## src/rtl/vend_pkg.sv

```systemverilog
package vend_pkg;

    // Width of the credit and refund values, in 5p units.
    localparam int CRED_W = 4;

    typedef enum logic [1:0] {
        COIN_NONE = 2'd0,
        COIN_5    = 2'd1,
        COIN_10   = 2'd2,
        COIN_20   = 2'd3
    } coin_e;

    typedef struct packed {
        logic [CRED_W-1:0] credit;
        logic              err;
    } cred_state_t;

    typedef struct packed {
        logic              coffee;
        logic              tea;
        logic              refund;
        logic [CRED_W-1:0] amount;
    } vend_evt_t;

    // Value of a coin code, in 5p units.
    function automatic logic [CRED_W-1:0] coin_units(input coin_e c);
        case (c)
            COIN_5:  coin_units = CRED_W'(1);
            COIN_10: coin_units = CRED_W'(2);
            COIN_20: coin_units = CRED_W'(4);
            default: coin_units = '0;
        endcase
    endfunction

endpackage

```

## src/rtl/vend_coin_enc.sv

```systemverilog
module vend_coin_enc
    import vend_pkg::*;
(
    input  logic  c5,
    input  logic  c10,
    input  logic  c20,
    output coin_e code
);
    always_comb begin
        if (c20)      code = COIN_20;
        else if (c10) code = COIN_10;
        else if (c5)  code = COIN_5;
        else          code = COIN_NONE;
    end
endmodule

```

## src/rtl/vend_next.sv

```systemverilog
module vend_next
    import vend_pkg::*;
#(
    parameter int COFFEE_UNITS = 4,
    parameter int TEA_UNITS    = 5,
    parameter bit TEA_EN       = 1'b1
) (
    input  cred_state_t cur,
    input  coin_e       coin,
    input  logic        ret,
    input  logic        sel_tea,
    output cred_state_t nxt,
    output vend_evt_t   evt
);
    logic [CRED_W-1:0] add_u;
    logic [CRED_W-1:0] sum_u;
    logic [CRED_W-1:0] price_u;
    logic              tea_sel;

    generate
        if (TEA_EN) begin : g_tea
            assign tea_sel = sel_tea;
        end else begin : g_no_tea
            assign tea_sel = 1'b0;
        end
    endgenerate

    assign price_u = tea_sel ? CRED_W'(TEA_UNITS) : CRED_W'(COFFEE_UNITS);
    assign add_u   = coin_units(coin);
    assign sum_u   = cur.credit + add_u;

    always_comb begin
        nxt = cur;
        evt = '0;
        if (ret) begin
            evt.refund = 1'b1;
            evt.amount = sum_u;
            nxt        = '0;
        end else if (cur.err) begin
            nxt = cur;
        end else if (coin != COIN_NONE) begin
            if (sum_u == price_u) begin
                evt.coffee = !tea_sel;
                evt.tea    = tea_sel;
                nxt        = '0;
            end else if (sum_u > price_u) begin
                nxt.err    = 1'b1;
                nxt.credit = sum_u;
            end else begin
                nxt.credit = sum_u;
            end
        end
    end
endmodule

```

## src/rtl/vend_ctrl.sv

```systemverilog
module vend_ctrl
    import vend_pkg::*;
#(
    parameter int COFFEE_UNITS = 4,
    parameter int TEA_UNITS    = 5,
    parameter bit TEA_EN       = 1'b1
) (
    input  logic              clk,
    input  logic              rst,
    input  logic              coin5_in,
    input  logic              coin10_in,
    input  logic              coin20_in,
    input  logic              return_in,
    input  logic              sel_tea,
    output logic              vend_coffee,
    output logic              vend_tea,
    output logic              refund,
    output logic [CRED_W-1:0] refund_units,
    output logic [CRED_W-1:0] credit_units,
    output logic              err_flag
);
    coin_e       coin;
    cred_state_t st_q, st_d;
    vend_evt_t   evt_q, evt_d;

    vend_coin_enc u_enc (
        .c5   (coin5_in),
        .c10  (coin10_in),
        .c20  (coin20_in),
        .code (coin)
    );

    vend_next #(
        .COFFEE_UNITS (COFFEE_UNITS),
        .TEA_UNITS    (TEA_UNITS),
        .TEA_EN       (TEA_EN)
    ) u_next (
        .cur     (st_q),
        .coin    (coin),
        .ret     (return_in),
        .sel_tea (sel_tea),
        .nxt     (st_d),
        .evt     (evt_d)
    );

    always_ff @(posedge clk) begin
        if (rst) begin
            st_q  <= '0;
            evt_q <= '0;
        end else begin
            st_q  <= st_d;
            evt_q <= evt_d;
        end
    end

    assign vend_coffee  = evt_q.coffee;
    assign vend_tea     = evt_q.tea;
    assign refund       = evt_q.refund;
    assign refund_units = evt_q.amount;
    assign credit_units = st_q.credit;
    assign err_flag     = st_q.err;

    a_r1_reset_clears: assert property (@(posedge clk)
        rst |=> (credit_units == '0 && !err_flag && !vend_coffee && !vend_tea && !refund));

    a_r8_one_event: assert property (@(posedge clk) disable iff (rst)
        $onehot0({vend_coffee, vend_tea, refund}));

    a_r3_vend_clears: assert property (@(posedge clk) disable iff (rst)
        (vend_coffee || vend_tea) |-> (credit_units == '0 && !err_flag));

    a_r5_err_holds: assert property (@(posedge clk) disable iff (rst)
        (err_flag && !return_in) |=> (err_flag && $stable(credit_units) && !vend_coffee && !vend_tea));

    a_r6_return_refunds: assert property (@(posedge clk) disable iff (rst)
        return_in |=> (refund && credit_units == '0 && !err_flag));

    a_r4_err_overpaid: assert property (@(posedge clk) disable iff (rst)
        err_flag |-> (credit_units > CRED_W'(COFFEE_UNITS)));

endmodule

```

## config.mk

```make
export PLATFORM = sky130hd
export DESIGN_NAME = vend_ctrl
export DESIGN_NICKNAME = d
export VERILOG_FILES = /design/src/rtl/vend_pkg.sv /design/src/rtl/vend_coin_enc.sv /design/src/rtl/vend_next.sv /design/src/rtl/vend_ctrl.sv
export SDC_FILE = /design/constraint.sdc
export NUM_CORES = 1
export LEC_CHECK = 0
export BUFFER_PORTS_ARGS = -buffer_cell sky130_fd_sc_hd__buf_2
export CELL_PAD_IN_SITES_DETAIL_PLACEMENT = 0
export CELL_PAD_IN_SITES_GLOBAL_PLACEMENT = 1
export CORE_MARGIN = 2
export CORE_UTILIZATION = 30
export CTS_CLUSTER_SIZE = 16
export DETAILED_ROUTE_END_ITERATION = 12
export PLACE_DENSITY = 0.74
export SLEW_MARGIN = 20
export SYNTH_ARGS = -nofsm -noshare
export SYNTH_HDL_FRONTEND = slang
export SYNTH_SLANG_ARGS = --single-unit
```

## constraint.sdc

```tcl
create_clock -name clk -period 2.19 [get_ports clk]
set_input_delay 0.438 -clock clk [delete_from_list [all_inputs] [get_ports clk]]
set_output_delay 0.438 -clock clk [all_outputs]
set_load 0.01 [all_outputs]
```

==> results of run 1 <==
metrics by stage:
stage	hold WS, ns	std cells	area [sq um]	total power, mW	util
2_1_floorplan	0.541	61	588	0.294	-
3_3_place_gp	0.535	111	753	0.335	0.396
3_5_place_dp	0.546	111	753	0.337	0.396
4_1_cts	0.446	115	790	0.511	0.415
5_1_grt	0.451	115	790	0.531	0.415
6_report	0.455	115	790	0.502	0.415
flip-flops by register name, indices dropped and copies added (netlist names):
register      flops
vend_coffee       1
refund            1
vend_tea          1
refund_units      4
err_flag          1
credit_units      4
worst min path at each step:
stage	startpoint	end	slack [ns]	cells after the start
after floorplan	err_flag$_SDFF_PP0_	err_flag$_SDFF_PP0_	0.54	2
after global placement	credit_units[1]$_SDFFE_PP0P_	credit_units[1]$_SDFFE_PP0P_	0.53	2
after detailed placement	credit_units[1]$_SDFFE_PP0P_	credit_units[1]$_SDFFE_PP0P_	0.55	2
after CTS	rst	credit_units[3]$_SDFFE_PP0P_	0.45	4
after global routing	sel_tea	vend_tea$_SDFF_PP0_	0.45	2
final	sel_tea	vend_tea$_SDFF_PP0_	0.45	2
critical path, delay by kind of cell:
family	cells	cell delay (ns)
xor+xnor	1	0.18
fa+ha+maj	2	0.59
buf+inv	3	0.35
simple gates	3	0.60
where the power goes:
| group | total, mW | internal (mW) | leakage [nW] | switching [mW] |
|---|---|---|---|---|
| sequential | 0.233 | 0.227 | 0.0977 | 0.00649 |
| combinational | 0.0971 | 0.0460 | 0.271 | 0.0511 |
| clock | 0.172 | 0.101 | 0.0210 | 0.0711 |
cell families (layout without fill, tap and decap cells):
logic type | count (synthesis) | in the layout | synth area share
buf+inv | 8 | 35 | 0.0511
simple gates | 23 | 23 | 0.215
flops | 12 | 12 | 0.409
compound gates | 11 | 11 | 0.145
fa+ha+maj | 5 | 5 | 0.119
xor+xnor | 2 | 2 | 0.0617
area by class of cell:
class                           instances  share of cell area
Timing Repair Buffer                   24               0.171
Multi-Input combinational cell         41               0.403
Sequential cell                        12               0.304
Tap cell                               27              0.0428
Inverter                                7              0.0333
Clock buffer                            4              0.0460
per-layer routing:
metal | vias up | wire (microns) | GRT usage | part of all wire
met5 | - | 0 | 0 | 0
met4 | 0 | 20 | 0.0649 | 0.017
met3 | 2 | 75 | 0.0444 | 0.063
met2 | 17 | 602 | 0.211 | 0.50
met1 | 224 | 500 | 0.124 | 0.42
li1 | 259 | - | - | -
cells in the final DEF, fill, tap and decap left out, types with 2 or more instances in the layout:
master,Yosys,routed
buf_2,0,18
dfxtp_1,12,12
nor3_1,2,2
clkbuf_4,0,3
nor2_1,10,10
inv_1,7,7
a211oi_1,2,2
ha_1,4,4
nand2b_1,2,2
buf_4,0,6
or2_2,2,2
a21oi_1,3,3
nand2_1,3,3
==> qor.yml, run 1 <==
global_routing:
  grt_first_pass_wirelength_mm: 1.81
  grt_pass1_vias: 438
  grt_overflow: 0
  grt_start_max_net_pins: 8
  antenna_found_initial: 0
  grtUsageTotal: 0.121
pwr:
  ir_drop_mv: 0.397
  power.density_nw_per_um2: 636
  p_leak_nw: 0.389
clock_network:
  clockBufferDepth: 2
  insertion_delay_ns: 0.27
  htree_num_levels: 1
  cts_buffers: 3
  cts_resized: 0
  clkTransAtPathRegs_ns: 0.07
  clock_sinks: 12
  root_buffer: "clkbuf_4"
  cts_setup_buffers: 0
  cts_hold_buf: 0
  cts_tree: "done"
timing:
  finalHoldViolations: 0
  worstMarginPinSlew_ns: 0.279
  rsz0062_at_grt: "false"
  post-route-min-period_ns: 1.94
  max-slew-margin-rel: 0.813
  finalSetupViolCount: 0
  fin_skew_ns: 0.00342
  fmax_mhz: 516
  slew_violations: 0
  finalSetupTns_ns: 0
  min_period_over_period: 0.884
  fin_ws_ns: 0.254
synth:
  synth_area_sq_um: 588
  synth_common_cells: "12 x dfxtp_1, 10 x nor2_1, 7 x inv_1"
  synthFlopType: "dfxtp_1"
  synth_edf_count: 0
  avgSynthCellArea_sq_um: 9.64
  ys_seq_elements: 12
  yosysTopAreaCellShare: 0.409
  syn_nets: 73
  yosys-top-cells-area: "dfxtp_1 41%, ha_1 8.5%, nor2_1 6.4%, xor2_4 4.7%, inv_1 4.5%"
  yosys.area.top_type: "dfxtp_1"
  ys_warn_count: 0
  yosysMostFrequentCell: "dfxtp_1"
  ys_seq_area_frac: 0.409
  synthArstFlopShare: 0
  synth_cell_types: 24
  synthCells: 61
critical_path:
  cp-start-kind: "input port"
  cpMaxStageDelayCell: "fa_1"
  crit_path_end_kind: "flop"
  critPathArrivalTime_ns: 2.15
  reg2regPathDepth: 7
  cp-endpoint: "vend_coffee$_SDFF_PP0_"
  r2r_setup_slack_ns: 0.37
  worstPathRequired_ns: 2.40
  r2r_start: "credit_units[0]$_SDFFE_PP0P_"
  worst-setup-path-type: "input port to flop"
  crit_start: "coin20_in"
  cpPeakStageDelay_ns: 0.38
  cp_cell_sequence: "buf_2, nor3b_1, ha_1, inv_1, fa_1, xor2_1, nor3_1, buf_4, and4b_1"
  cp_max_fo: 3
  timing.rr.end: "vend_coffee$_SDFF_PP0_"
die:
  ioPinCount: 19
  placementRows: 16
  die_w_microns: 48.3
  coreArea_sq_um: 1900
  die_h_microns: 48.3
  start_util: 0.309
  die_area_sq_um: 2330
route:
  drt_pass1_iterations: 2
  vias_per_cell: 4.37
  drt_iter0_markers: 13
  antenna_left: 0
  wl_per_cell_microns: 10.4
  routed_wl_mm: 1.20
  drc_errors: 0
  num_vias: 502
min_path:
  hp-class: "input port to flop"
layout:
  drive_above_1_share: 0.375
  multi_input_area_sq_um: 318
  final_net_count: 101
  area_growth_pct: 34.3
  diodes: 0
  n_fill_cell: 207
  regArea_sq_um: 240
placed_design:
  post-dp-hpwl_mm: 1.01
  port_buffers: 18
  dp_slack_ns: -0.0293
  gp_congestion: 0.729
job:
  cap_violations: 0
run_status:
  outcome: "completed"
(Power assumes the default switching activity.)
==> run 2: changes to the inputs <==
--- a/config.mk
+++ b/config.mk
@@ -6,13 +6,14 @@
 export NUM_CORES = 1
 export LEC_CHECK = 0
 export BUFFER_PORTS_ARGS = -buffer_cell sky130_fd_sc_hd__buf_2
-export CELL_PAD_IN_SITES_DETAIL_PLACEMENT = 0
+export CELL_PAD_IN_SITES_DETAIL_PLACEMENT = 1
 export CELL_PAD_IN_SITES_GLOBAL_PLACEMENT = 1
 export CORE_MARGIN = 2
 export CORE_UTILIZATION = 30
 export CTS_CLUSTER_SIZE = 16
 export DETAILED_ROUTE_END_ITERATION = 12
 export PLACE_DENSITY = 0.74
+export REMOVE_ABC_BUFFERS = 1
 export SLEW_MARGIN = 20
 export SYNTH_ARGS = -nofsm -noshare
 export SYNTH_HDL_FRONTEND = slang
==> run 2 against run 1 <==
  * Worst hold slack better by 0.0098 ns
  * Final cell count unchanged
  * Via count is 6.6% higher
  * Register-to-register slack worse by 0.04 ns
  * Setup slack worse by 0.017 ns
  * Clock-buffer cell count is the same
==> qor.yml, run 2 (same netlist as run 1, synthesis figures left out) <==
clock_network:
  insertion_delay_ns: 0.27
  clkTransAtPathRegs_ns: 0.08
  cts_tree: "done"
  cts_hold_buf: 0
  clock_sinks: 12
  cts_buffers: 3
  cts_resized: 0
  clockBufferDepth: 2
  root_buffer: "clkbuf_4"
  htree_num_levels: 1
  cts_setup_buffers: 0
route:
  routed_wl_mm: 1.40
  drt_pass1_iterations: 4
  drt_iter0_markers: 3
  num_vias: 535
  drc_errors: 0
  antenna_left: 0
  vias_per_cell: 4.65
  wl_per_cell_microns: 12.2
pwr:
  p_leak_nw: 0.389
  p_total_mw: 0.512
  p_sw_frac: 0.268
  internal_power_mw: 0.374
  power.density_nw_per_um2: 648
  combPwrFrac: 0.200
  power_frac_seq: 0.456
  power.switching_mw: 0.137
  ir_drop_mv: 0.341
  p_clk_frac: 0.345
global_routing:
  grt_start_max_net_pins: 8
  antenna_found_initial: 0
  grtUsageTotal: 0.153
  grt_overflow: 0
  grt_first_pass_wirelength_mm: 2.35
  grt_pass1_vias: 558
timing:
  fin_skew_ns: 0.00121
  rsz0062_at_grt: "false"
  slew_violations: 0
  min_period_over_period: 0.892
  post-route-min-period_ns: 1.95
  worstMarginPinSlew_ns: 0.240
  finalSetupViolCount: 0
  max-slew-margin-rel: 0.840
  fmax_mhz: 512
  finalHoldViolations: 0
run_status:
  outcome: "completed"
critical_path:
  critPathArrivalTime_ns: 2.15
  worstPathRequired_ns: 2.38
  crit_path_end_kind: "flop"
  cp_max_fo: 4
  worst-setup-path-type: "input port to flop"
  crit_start: "coin20_in"
  r2r_start: "credit_units[0]$_SDFFE_PP0P_"
  cp-start-kind: "input port"
layout:
  area_growth_pct: 34.3
  layout_common_cells: "18 x buf_2, 12 x dfxtp_1, 10 x nor2_1, 7 x inv_1, 6 x buf_4"
  finish.utilization: 0.415
  final_net_count: 101
  drive_above_1_share: 0.375
  final_common_cell: "buf_2"
  diodes: 0
  n_fill_cell: 241
placed_design:
  post-dp-hpwl_mm: 1.18
  port_buffers: 18
  gp_congestion: 0.733
job:
  cap_violations: 0
die:
  start_util: 0.309
  die_w_microns: 48.3
  die_area_sq_um: 2330
  placementRows: 16
  coreArea_sq_um: 1900
  die_h_microns: 48.3
  ioPinCount: 19
min_path:
  hp-start: "rst"
  hp-class: "input port to flop"
==> run 2: cell counts in the layout (fill, tap and decap cells not counted) <==
Identical to the previous run, type by type.
==> run 2: power groups by stage <==
stage                     sequential, mW  combinational [mW]  clock [mW]
final                              0.233               0.102       0.176
after global routing               0.235               0.115       0.191
after CTS                          0.233               0.104       0.180
after detailed placement           0.238               0.103           0
after global placement             0.238              0.0975           0
after floorplan                    0.242              0.0512           0
==> run 2: final cells by class <==
cell class,instances,area [sq um],share of cell area
Sequential cell,12,240,0.304
Inverter,7,26.3,0.0333
Multi-Input combinational cell,41,318,0.403
Timing Repair Buffer,24,135,0.171
Clock buffer,4,36.3,0.0460
Tap cell,27,33.8,0.0428
==> run 2: stage by stage <==
stage          setup slack (ns)  cells  TNS [ns]  area [sq um]  hold slack [ns]
5_1_grt                   0.156    115         0           790            0.469
3_3_place_gp             0.0239    111         0           753            0.530
6_report                  0.237    115         0           790            0.465
3_5_place_dp           -0.00570    111  -0.00570           753            0.541
2_1_floorplan             0.223     60         0           584            0.541
4_1_cts                   0.233    115         0           790            0.466
==> run 2: worst paths after layout <==
path | to | slack [ns] | cells after the start
hold / removal | credit_units[3]$_SDFFE_PP0P_ | 0.46 | 4
hold reg to reg | err_flag$_SDFF_PP0_ | 0.56 | 2
setup / recovery | credit_units[2]$_SDFFE_PP0P_ | 0.24 | 10
setup reg to reg | credit_units[2]$_SDFFE_PP0P_ | 0.33 | 8
==> run 2: routing by layer <==
metal | track usage | wire (microns)
met1 | 0.152 | 572
met2 | 0.282 | 757
met3 | 0.0444 | 61
met4 | 0.0811 | 11
met5 | 0 | 0
==> run 2: worst max-delay path, stage by stage <==
cell	delay, ns
buf_2	0.10
nor3b_1	0.19
ha_1	0.21
inv_1	0.06
fa_1	0.38
xor2_1	0.19
nor3_1	0.18
buf_4	0.17
a21oi_1	0.04
a211oi_1	0.20
